`src/rtl/audclk_pkg.sv`:
```
package audclk_pkg;
    typedef enum logic [0:0] {
        MODE_DIVIDE = 1'b0,
        MODE_BYPASS = 1'b1
    } chain_mode_e;
endpackage

```
`src/rtl/audclk_prescale.sv`:
```
module audclk_prescale #(
    parameter int PRE_DIV = 8,
    localparam int CW = (PRE_DIV > 1) ? $clog2(PRE_DIV) : 1
) (
    input  logic clk,
    input  logic rst_n,
    input  logic clr,
    input  logic sel_div,
    output logic tick
);
    localparam logic [CW-1:0] TOP = CW'(PRE_DIV - 1);

    logic [CW-1:0] cnt_q;

    assign tick = (cnt_q == '0);

    always_ff @(posedge clk or negedge rst_n) begin
        if (!rst_n) begin
            cnt_q <= '0;
        end else if (clr) begin
            cnt_q <= '0;
        end else if (tick) begin
            cnt_q <= sel_div ? TOP : '0;
        end else begin
            cnt_q <= cnt_q - 1'b1;
        end
    end
endmodule

```
`src/rtl/audclk_main_div.sv`:
```
module audclk_main_div #(
    parameter int MAX_DIV = 256,
    localparam int CW = $clog2(MAX_DIV)
) (
    input  logic          clk,
    input  logic          rst_n,
    input  logic          hold,
    input  logic          step,
    input  logic [CW-1:0] reload,
    output logic          terminal,
    output logic          lvl,
    output logic          pulse
);
    logic [CW-1:0] cnt_q;

    // a half period ends when a prescaler tick meets an exhausted count
    assign terminal = step && (cnt_q == '0) && !hold;

    always_ff @(posedge clk or negedge rst_n) begin
        if (!rst_n) begin
            cnt_q <= '0;
            lvl   <= 1'b0;
            pulse <= 1'b0;
        end else if (hold) begin
            cnt_q <= '0;
            lvl   <= 1'b0;
            pulse <= 1'b1;
        end else if (terminal) begin
            cnt_q <= reload;
            lvl   <= ~lvl;
            pulse <= ~lvl;
        end else begin
            if (step) begin
                cnt_q <= cnt_q - 1'b1;
            end
            pulse <= 1'b0;
        end
    end
endmodule

```
`src/rtl/audclk_bit_div.sv`:
```
module audclk_bit_div #(
    parameter int MAX_DIV = 16,
    localparam int VW = $clog2(MAX_DIV + 1),
    localparam int CW = (MAX_DIV > 1) ? $clog2(MAX_DIV) : 1
) (
    input  logic          clk,
    input  logic          rst_n,
    input  logic          strobe,
    input  logic [VW-1:0] div_val,
    output logic          pulse
);
    logic [VW-1:0] act_q;
    logic [CW-1:0] cnt_q;
    logic          val_ok;
    logic [VW-1:0] eff;

    assign val_ok = (div_val != '0) && (div_val <= VW'(MAX_DIV));
    assign eff    = val_ok ? div_val : act_q;

    always_ff @(posedge clk or negedge rst_n) begin
        if (!rst_n) begin
            act_q <= VW'(1);
            cnt_q <= '0;
            pulse <= 1'b0;
        end else if (strobe && (cnt_q == '0)) begin
            act_q <= eff;
            cnt_q <= CW'(eff - VW'(1));
            pulse <= 1'b1;
        end else begin
            if (strobe) begin
                cnt_q <= cnt_q - 1'b1;
            end
            pulse <= 1'b0;
        end
    end
endmodule

```
`src/rtl/audclk_div_chain.sv`:
```
module audclk_div_chain
    import audclk_pkg::*;
#(
    parameter int PRE_DIV  = 8,
    parameter int MAIN_MAX = 256,
    parameter int BIT_MAX  = 16,
    localparam int MVW = $clog2(MAIN_MAX + 1),
    localparam int BVW = $clog2(BIT_MAX + 1)
) (
    input  logic           clk,
    input  logic           rst_n,
    input  logic           pre8_sel,
    input  logic [MVW-1:0] main_div_val,
    input  logic [BVW-1:0] bit_div_val,
    input  logic           bypass_en,
    input  logic           mclk_dir_in,
    input  logic           ext_mclk_strobe,
    output logic           mclk_pulse,
    output logic           mclk_lvl,
    output logic           mclk_oe,
    output logic           bclk_pulse
);
    localparam int MCW = $clog2(MAIN_MAX);

    chain_mode_e    mode_q, mode_d;
    logic           hold;
    logic           pre_tick;
    logic           half_tick;
    logic           act_pre8_q;
    logic [MVW-1:0] act_main_q;
    logic           main_ok;
    logic [MVW-1:0] main_eff;
    logic           pre_eff;
    logic [MCW-1:0] main_reload;
    logic           bit_strobe;

    // next-state: GO_BYPASS and GO_DIVIDE
    always_comb begin
        mode_d = mode_q;
        unique case (mode_q)
            MODE_DIVIDE: if (bypass_en)  mode_d = MODE_BYPASS;
            MODE_BYPASS: if (!bypass_en) mode_d = MODE_DIVIDE;
            default:                     mode_d = MODE_DIVIDE;
        endcase
    end

    always_ff @(posedge clk or negedge rst_n) begin
        if (!rst_n) mode_q <= MODE_DIVIDE;
        else        mode_q <= mode_d;
    end

    // state outputs
    always_comb begin
        hold = 1'b0;
        unique case (mode_q)
            MODE_DIVIDE: hold = 1'b0;
            MODE_BYPASS: hold = 1'b1;
            default:     hold = 1'b0;
        endcase
    end

    // settings are adopted only when a half period closes
    assign main_ok     = (main_div_val != '0) && (main_div_val <= MVW'(MAIN_MAX));
    assign main_eff    = main_ok ? main_div_val : act_main_q;
    assign pre_eff     = half_tick ? pre8_sel : act_pre8_q;
    assign main_reload = MCW'(main_eff - MVW'(1));

    always_ff @(posedge clk or negedge rst_n) begin
        if (!rst_n) begin
            act_pre8_q <= 1'b0;
            act_main_q <= MVW'(1);
        end else if (half_tick) begin
            act_pre8_q <= pre8_sel;
            act_main_q <= main_eff;
        end
    end

    audclk_prescale #(.PRE_DIV(PRE_DIV)) u_pre (
        .clk     (clk),
        .rst_n   (rst_n),
        .clr     (hold),
        .sel_div (pre_eff),
        .tick    (pre_tick)
    );

    audclk_main_div #(.MAX_DIV(MAIN_MAX)) u_main (
        .clk      (clk),
        .rst_n    (rst_n),
        .hold     (hold),
        .step     (pre_tick),
        .reload   (main_reload),
        .terminal (half_tick),
        .lvl      (mclk_lvl),
        .pulse    (mclk_pulse)
    );

    assign bit_strobe = mclk_dir_in ? ext_mclk_strobe : mclk_pulse;
    assign mclk_oe    = ~mclk_dir_in;

    audclk_bit_div #(.MAX_DIV(BIT_MAX)) u_bit (
        .clk     (clk),
        .rst_n   (rst_n),
        .strobe  (bit_strobe),
        .div_val (bit_div_val),
        .pulse   (bclk_pulse)
    );
endmodule

```
`config.mk`:
```
export PLATFORM = sky130hd
export DESIGN_NAME = audclk_div_chain
export DESIGN_NICKNAME = d
export VERILOG_FILES = /design/src/rtl/audclk_pkg.sv /design/src/rtl/audclk_prescale.sv /design/src/rtl/audclk_main_div.sv /design/src/rtl/audclk_bit_div.sv /design/src/rtl/audclk_div_chain.sv
export SDC_FILE = /design/constraint.sdc
export NUM_CORES = 1
export LEC_CHECK = 0
export BUFFER_PORTS_ARGS = -buffer_cell sky130_fd_sc_hd__buf_4
export CORE_ASPECT_RATIO = 2
export CORE_MARGIN = 1
export CORE_UTILIZATION = 28
export DETAILED_ROUTE_END_ITERATION = 8
export GPL_ROUTABILITY_DRIVEN = 1
export PLACE_DENSITY_LB_ADDON = 0.2
export RECOVER_POWER = 100
export SYNTH_ARGS = -nofsm -noshare
export SYNTH_HDL_FRONTEND = slang
export SYNTH_HIERARCHICAL = 1
export SYNTH_SLANG_ARGS = --single-unit
```
`constraint.sdc`:
```
create_clock -name clk -period 3.45 [get_ports clk]
set_input_delay 0.69 -clock clk [delete_from_list [all_inputs] [get_ports clk]]
set_output_delay 0.69 -clock clk [all_outputs]
set_load 0.02 [all_outputs]
```
Yosys cells after proc, flatten, opt, wreduce, memory -nomap -nowiden
Index checks and enable logic that the tools add are counted.
{ "classes": {"n_addsub": 5, "order_cmp": 2, "mux": 19, "n_bitwise": 3, "reduce_logical": 14} }
{ "ops": {"columns": ["cell", "n"], "rows": [
  ["8-bit two-way mux", 3],
  ["8-bit by 1-bit subtractor with 8-bit output, second input constant", 2],
  ["9-bit less-or-equal comparator, second input constant", 1],
  ["3-bit two-way mux", 3],
  ["9-bit two-way mux", 1],
  ["9-bit nonzero test", 1],
  ["8-bit logical NOT", 1],
  ["1-bit two-way mux", 8],
  ["4-bit two-way mux", 2],
  ["4-bit by 1-bit subtractor with 4-bit output, second input constant", 2],
  ["5-bit less-or-equal comparator, second input constant", 1],
  ["1-bit logical AND", 5],
  ["5-bit two-way mux", 1],
  ["5-bit nonzero test", 1],
  ["4-bit logical NOT", 1],
  ["2-bit nonzero test", 2],
  ["3-bit logical NOT", 1],
  ["1-bit NOT", 3],
  ["3-bit nonzero test", 1],
  ["3-bit by 1-bit subtractor with 3-bit output, second input constant", 1],
  ["1-bit case mux with 2 select lines", 1],
  ["1-bit logical NOT", 1]
]} }
{ "totals": {"regBits": 34, "in_bits": 20, "out_inout_bits": 4, "word_cells": 53} }

Depth between registers and ports, before layout
{ "logic_depth": {"ltp_word": 8, "ltp_mapped": 12, "mapped_depth_nobuf": 12} }

Cells and area by module
The synthesis kept the hierarchy.
{ "modules_own_cells": {"columns": ["module", "n_inst", "cells_per_inst", "area_each_um2", "seq_area_each_um2"], "rows": [
  ["audclk_div_chain", 1, 76, 772.0, 251.5],
  ["audclk_main_div", 1, 72, 656.9, 250.2],
  ["audclk_bit_div", 1, 55, 541.8, 226.5],
  ["audclk_prescale", 1, 17, 170.2, 75.1]
]} }

Worst setup path after synthesis
Ideal clock, no wire load.
{ "synth_path": {"path_kind": "input -> register", "from": "input port main_div_val[4]", "to": "register u_main.cnt_q[6]", "setup_ps": 145, "arrival_time_ps": 3145, "t_required_ps": 3305, "slack_ps": 161, "stages": 12, "n_path_buf": 0, "path_cell_list": "or4_1 nor2_4 xnor2_2 mux2i_1 ha_1 o221ai_1 nor3_1 xnor2_1 mux2i_1 nand2b_1 o21ai_0 a211oi_1"} }
{ "synth_via": {"elab_chain_len": 6, "elab_cells_between_ends": 7, "cone_classes": "add/sub (1); order compare (1); mux (3); reduce/logical (2)"} }
{ "synth_lines": {"columns": ["element", "line", "rtl"], "rows": [
  ["from (decl)", "audclk_div_chain.sv:13", "input logic [MVW-1:0] main_div_val,"],
  ["9-bit less-or-equal comparator or 9-bit nonzero test (tied branches)", "audclk_div_chain.sv:63", "assign main_ok = (main_div_val != '0) && (main_div_val <= MVW'(MAIN_MAX));"],
  ["1-bit logical AND", "audclk_div_chain.sv:63", null],
  ["9-bit two-way mux *", "audclk_div_chain.sv:64", "assign main_eff = main_ok ? main_div_val : act_main_q;"],
  ["8-bit by 1-bit subtractor with 8-bit output *", "audclk_div_chain.sv:66", "assign main_reload = MCW'(main_eff - MVW'(1));"],
  ["net main_reload[6]", "audclk_div_chain.sv:34", "logic [MCW-1:0] main_reload;"],
  ["8-bit two-way mux *", "audclk_main_div.sv:28", "end else if (terminal) begin"],
  ["8-bit two-way mux *", "audclk_main_div.sv:24", "end else if (hold) begin"],
  ["to (signal assigned)", "audclk_main_div.sv:29", "cnt_q <= reload;"],
  ["to (signal assigned)", "audclk_main_div.sv:34", "cnt_q <= cnt_q - 1'b1;"],
  ["to (decl)", "audclk_main_div.sv:14", "logic [CW-1:0] cnt_q;"]
]} }
Mark *: on every way through the listed nets, which the timed path passes. The rest lies on a longest branch.
A chain may end at the register's enable or synchronous reset.

Final worst setup path
{ "layout_path": {"from": "input port main_div_val[5]", "to": "register u_main.cnt_q[6]"} }
The elaborated chain is that of the path after synthesis.

==> results.py <==
metrics = {
    "run_status": {
        "status": "complete, but fails checks",
        "violations": "capacitance limit, slew limit",
    },
    "die": {
        "rows": 44,
        "die-width_um": 63.8,
        "core_um2": 7320,
        "start_util": 0.292,
        "die_height_um": 126,
        "io_pins": 24,
        "dieArea_um2": 8020,
    },
    "synth": {
        "synth-simple-area-share": 0.241,
        "netlist_top_cells_area": "dfrtp_1 (35%), mux2_2 (4.7%), mux2i_1 (3.7%)",
        "synth_area_leader_cell": "dfrtp_1",
        "synth-compound-area-share": 0.130,
        "synth_cells": 220,
        "ys_ff_latch": 32,
        "synth_top_area_share": 0.351,
        "synth_area_um2": 2140,
        "synth_top_family_by_area": "simple AND/OR/NAND/NOR gates",
        "muxShareOfSynthArea": 0.122,
        "synth_xor_area_frac": 0.0608,
        "yosys.area_share.adder": 0.0351,
        "syn_avg_cell_area_um2": 9.73,
        "syn_nets": 246,
        "ys.warnings.count": 6,
        "synth_cell_types": 58,
        "yosysSeqAreaShare": 0.375,
    },
    "min_path": {
        "hold_class": "reg -> reg",
    },
    "pwr": {
        "intPower_mw": 1.28,
        "p_seq_frac": 0.326,
        "clockPowerShare": 0.249,
        "p_comb_frac": 0.425,
        "cellPowerDensity_nw_per_um2": 801,
        "power_mw": 2.05,
        "p_sw_mw": 0.762,
        "peakVddDrop_mv": 0.298,
        "p_leak_nw": 1.08,
        "sw_frac_of_total": 0.373,
    },
    "setup_path": {
        "cp.buffers_inverters": 1,
        "cp_common_cell": "mux2i_1",
        "cp_max_fo": 5,
        "critPathTopFamily": "simple AND/OR/NAND/NOR gates",
        "critical_path_arrival_ns": 3.29,
        "path_class": "in -> reg",
        "path_cells": "clkbuf_2, or4_4, nor2_4, xnor2_2, mux2i_1, ha_1, o221ai_1, nor3_1, xnor2_1, mux2i_1, nand2b_1, o21ai_0, a211oi_1",
        "cp_slowest_cell": "or4_4",
        "worstSetupEndpointType": "register",
        "critPathMaxStageDelay_ns": 0.60,
        "critPathRequiredTime_ns": 3.57,
        "cp-start-kind": "primary input",
    },
    "sta": {
        "max_freq_mhz": 316,
        "worst_slack_ns": 0.281,
        "min_period_ns": 3.17,
        "finClkSkew_ns": 0.00525,
        "rsz0062_at_grt": "false",
        "relSlewSlack": -0.233,
        "setup_tns_ns": 0,
        "drv_slew": 33,
        "hold_viol": 0,
        "setup_viol": 0,
        "post-route-period-util": 0.918,
        "worst_pin_slew_ns": 1.85,
    },
    "global_route": {
        "grt_start_max_net_pins": 33,
        "grt.overflow.total": 0,
        "first_global_vias": 1819,
        "gr-usage-all-layers": 0.145,
        "antenna_found_initial": 0,
        "grt_pass1_wl_um": 8830,
    },
    "placement": {
        "dpl.cell_count": 337,
        "portBuffers": 23,
        "place_ws_ns": 0.0474,
        "dp_hpwl_um": 3980,
        "gp_congestion": 0.767,
    },
    "route": {
        "finalWirelength_um": 5190,
        "first_pass_iters": 4,
        "wl_per_cell_um": 15.0,
        "postRouteAntennaNets": 0,
        "drc_errors": 0,
        "viasPerCell": 5.00,
        "via_count": 1725,
        "first_iter_violations": 53,
    },
    "clocking": {
        "cts_buffers": 5,
        "clockRootBuffer": "clkbuf_16",
        "cts_setup_buffers": 0,
        "cts_hold_buf": 0,
        "clkLatencyLatePin_ns": 0.28,
        "cts.sinks": 32,
        "post_cts_resize_count": 0,
        "cts_buffer_depth": 2,
        "cts_tree": "done",
        "htreeDepth": 2,
        "path_clk_slew_ns": 0.05,
    },
    "cells_and_area": {
        "area_delta_synth_final_pct": 19.3,
        "fin_cells": 345,
        "drive_above_1_share": 0.217,
        "diodes": 0,
        "fin_util": 0.349,
        "layout.nets": 278,
    },
    "run": {
        "cap_violations": 1,
    },
}
[Yosys cell counts, drive strengths merged]
cell type	n
o221ai	1
o2bb2ai	1
dfstp	2
or3	5
nand3b	2
a32o	1
a211oi	3
mux2	15
and3	2
or4	4
o22ai	2
inv	12
clkinv	1
nand4b	2
ha	6
a311oi	2
a31oi	3
nand2	17
o311ai	1
nor3	7
mux2i	8
or4b	2
o21bai	1
nand3	3
and2	1
o211ai	1
a21oi	11
a21o	1
o21ai	13
or2	3
o221a	1
nor2b	1
dlymetal6s2s	1
clkbuf	3
nor4b	3
nand2b	9
nor4	4
dfrtp	30
or2b	2
xnor2	8
a22o	1
xor2	6
nor2	18
[worst reg2reg max path, cell delays in order (launching register included)]
cell and delay [ns]:
dfrtp_1 0.35, inv_1 0.09, ha_1 0.21, nand2b_2 0.09, inv_1 0.10, nor4b_1 0.62, nand2_1 0.34, nor2_1 0.31
mux2_1 0.41, a211oi_1 0.25, a211oi_1 0.08
[worst paths after layout]
path | from | endpoint | slack (ns) | cells after the start
hold / removal | u_bit/cnt_q[3] | u_bit/cnt_q[3] | 0.47 | 2
min in group asynchronous | rst_n | u_bit/act_q[1] | 0.91 | 1
hold reg to reg | u_bit/cnt_q[3] | u_bit/cnt_q[3] | 0.47 | 2
setup / recovery | main_div_val[5] | u_main/cnt_q[6] | 0.28 | 13
max in group asynchronous | rst_n | act_main_q[2] | 1.47 | 1
setup reg to reg | u_pre/cnt_q[0] | u_pre/cnt_q[2] | 0.47 | 10
[power groups by stage]
stage	Combinational [mW]	Sequential, mW	Clock, mW
after floorplan	0.686	0.645	0
after global placement	0.898	0.676	0
after detailed placement	0.909	0.676	0
after CTS	0.915	0.670	0.523
after global routing	0.980	0.689	0.540
final	0.869	0.667	0.510
[placed cells by master, fill, tap and decap left out, types with 2 or more instances in the layout]
cell type / count
dfrtp_1: 30
buf_4: 19
nor2_1: 17
nand2_1: 17
o21ai_0: 13
inv_1: 12
a21oi_1: 10
mux2i_1: 8
nand2b_1: 8
clkbuf_1: 8
nor3_1: 7
xnor2_1: 7
mux2_1: 7
xor2_1: 6
mux2_2: 6
ha_1: 6
clkbuf_16: 5
or3_1: 4
nor4_1: 4
a31oi_1: 3
nor4b_1: 3
a211oi_1: 3
or4_4: 2
or4_1: 2
or2_2: 2
o22ai_1: 2
nand3_1: 2
dfstp_2: 2
clkbuf_4: 2
nand4b_1: 2
mux2_4: 2
a311oi_1: 2
nand3b_1: 2
and3_1: 2
[cell families after synthesis]
logic type                 after synthesis
xor gates and xnor gates                14
buffers and inverters                   17
DFF                                     32
adders and majority gates                6
AOI/OAI and AO/OA                       43
and+or+nand+nor                         85
muxes                                   23
[final cells by class]
cell class,count,area [µm²]
clock buffers,6,129
flip-flops and latches,32,803
fillers,773,4770
clock inverters,2,35.0
inverters,13,50.0
well taps,92,115
repair buffers,29,189
multi-input cells,171,1230
[state kept, by name (all words and copies together), names as in the netlist]
signal	cells
act_main_q	8
act_pre8_q	1
mode_q	1
u_bit/act_q	4
u_bit/cnt_q	4
u_bit/pulse	1
u_main/cnt_q	8
u_main/lvl	1
u_main/pulse	1
u_pre/cnt_q	3
[metrics by stage]
step / hold WS [ns] / area, µm²
global route: 0.507 / 2550
floorplan: 0.394 / 2140
detailed placement: 0.475 / 2450
global placement: 0.468 / 2450
CTS: 0.372 / 2610
finish: 0.473 / 2550
[per-layer routing]
metal	share of wire	track usage
met5	0	0
met4	0.037	0.0856
met3	0.026	0.0236
met2	0.58	0.280
met1	0.36	0.137
No activity file was read; power rests on OpenSTA's default activity.
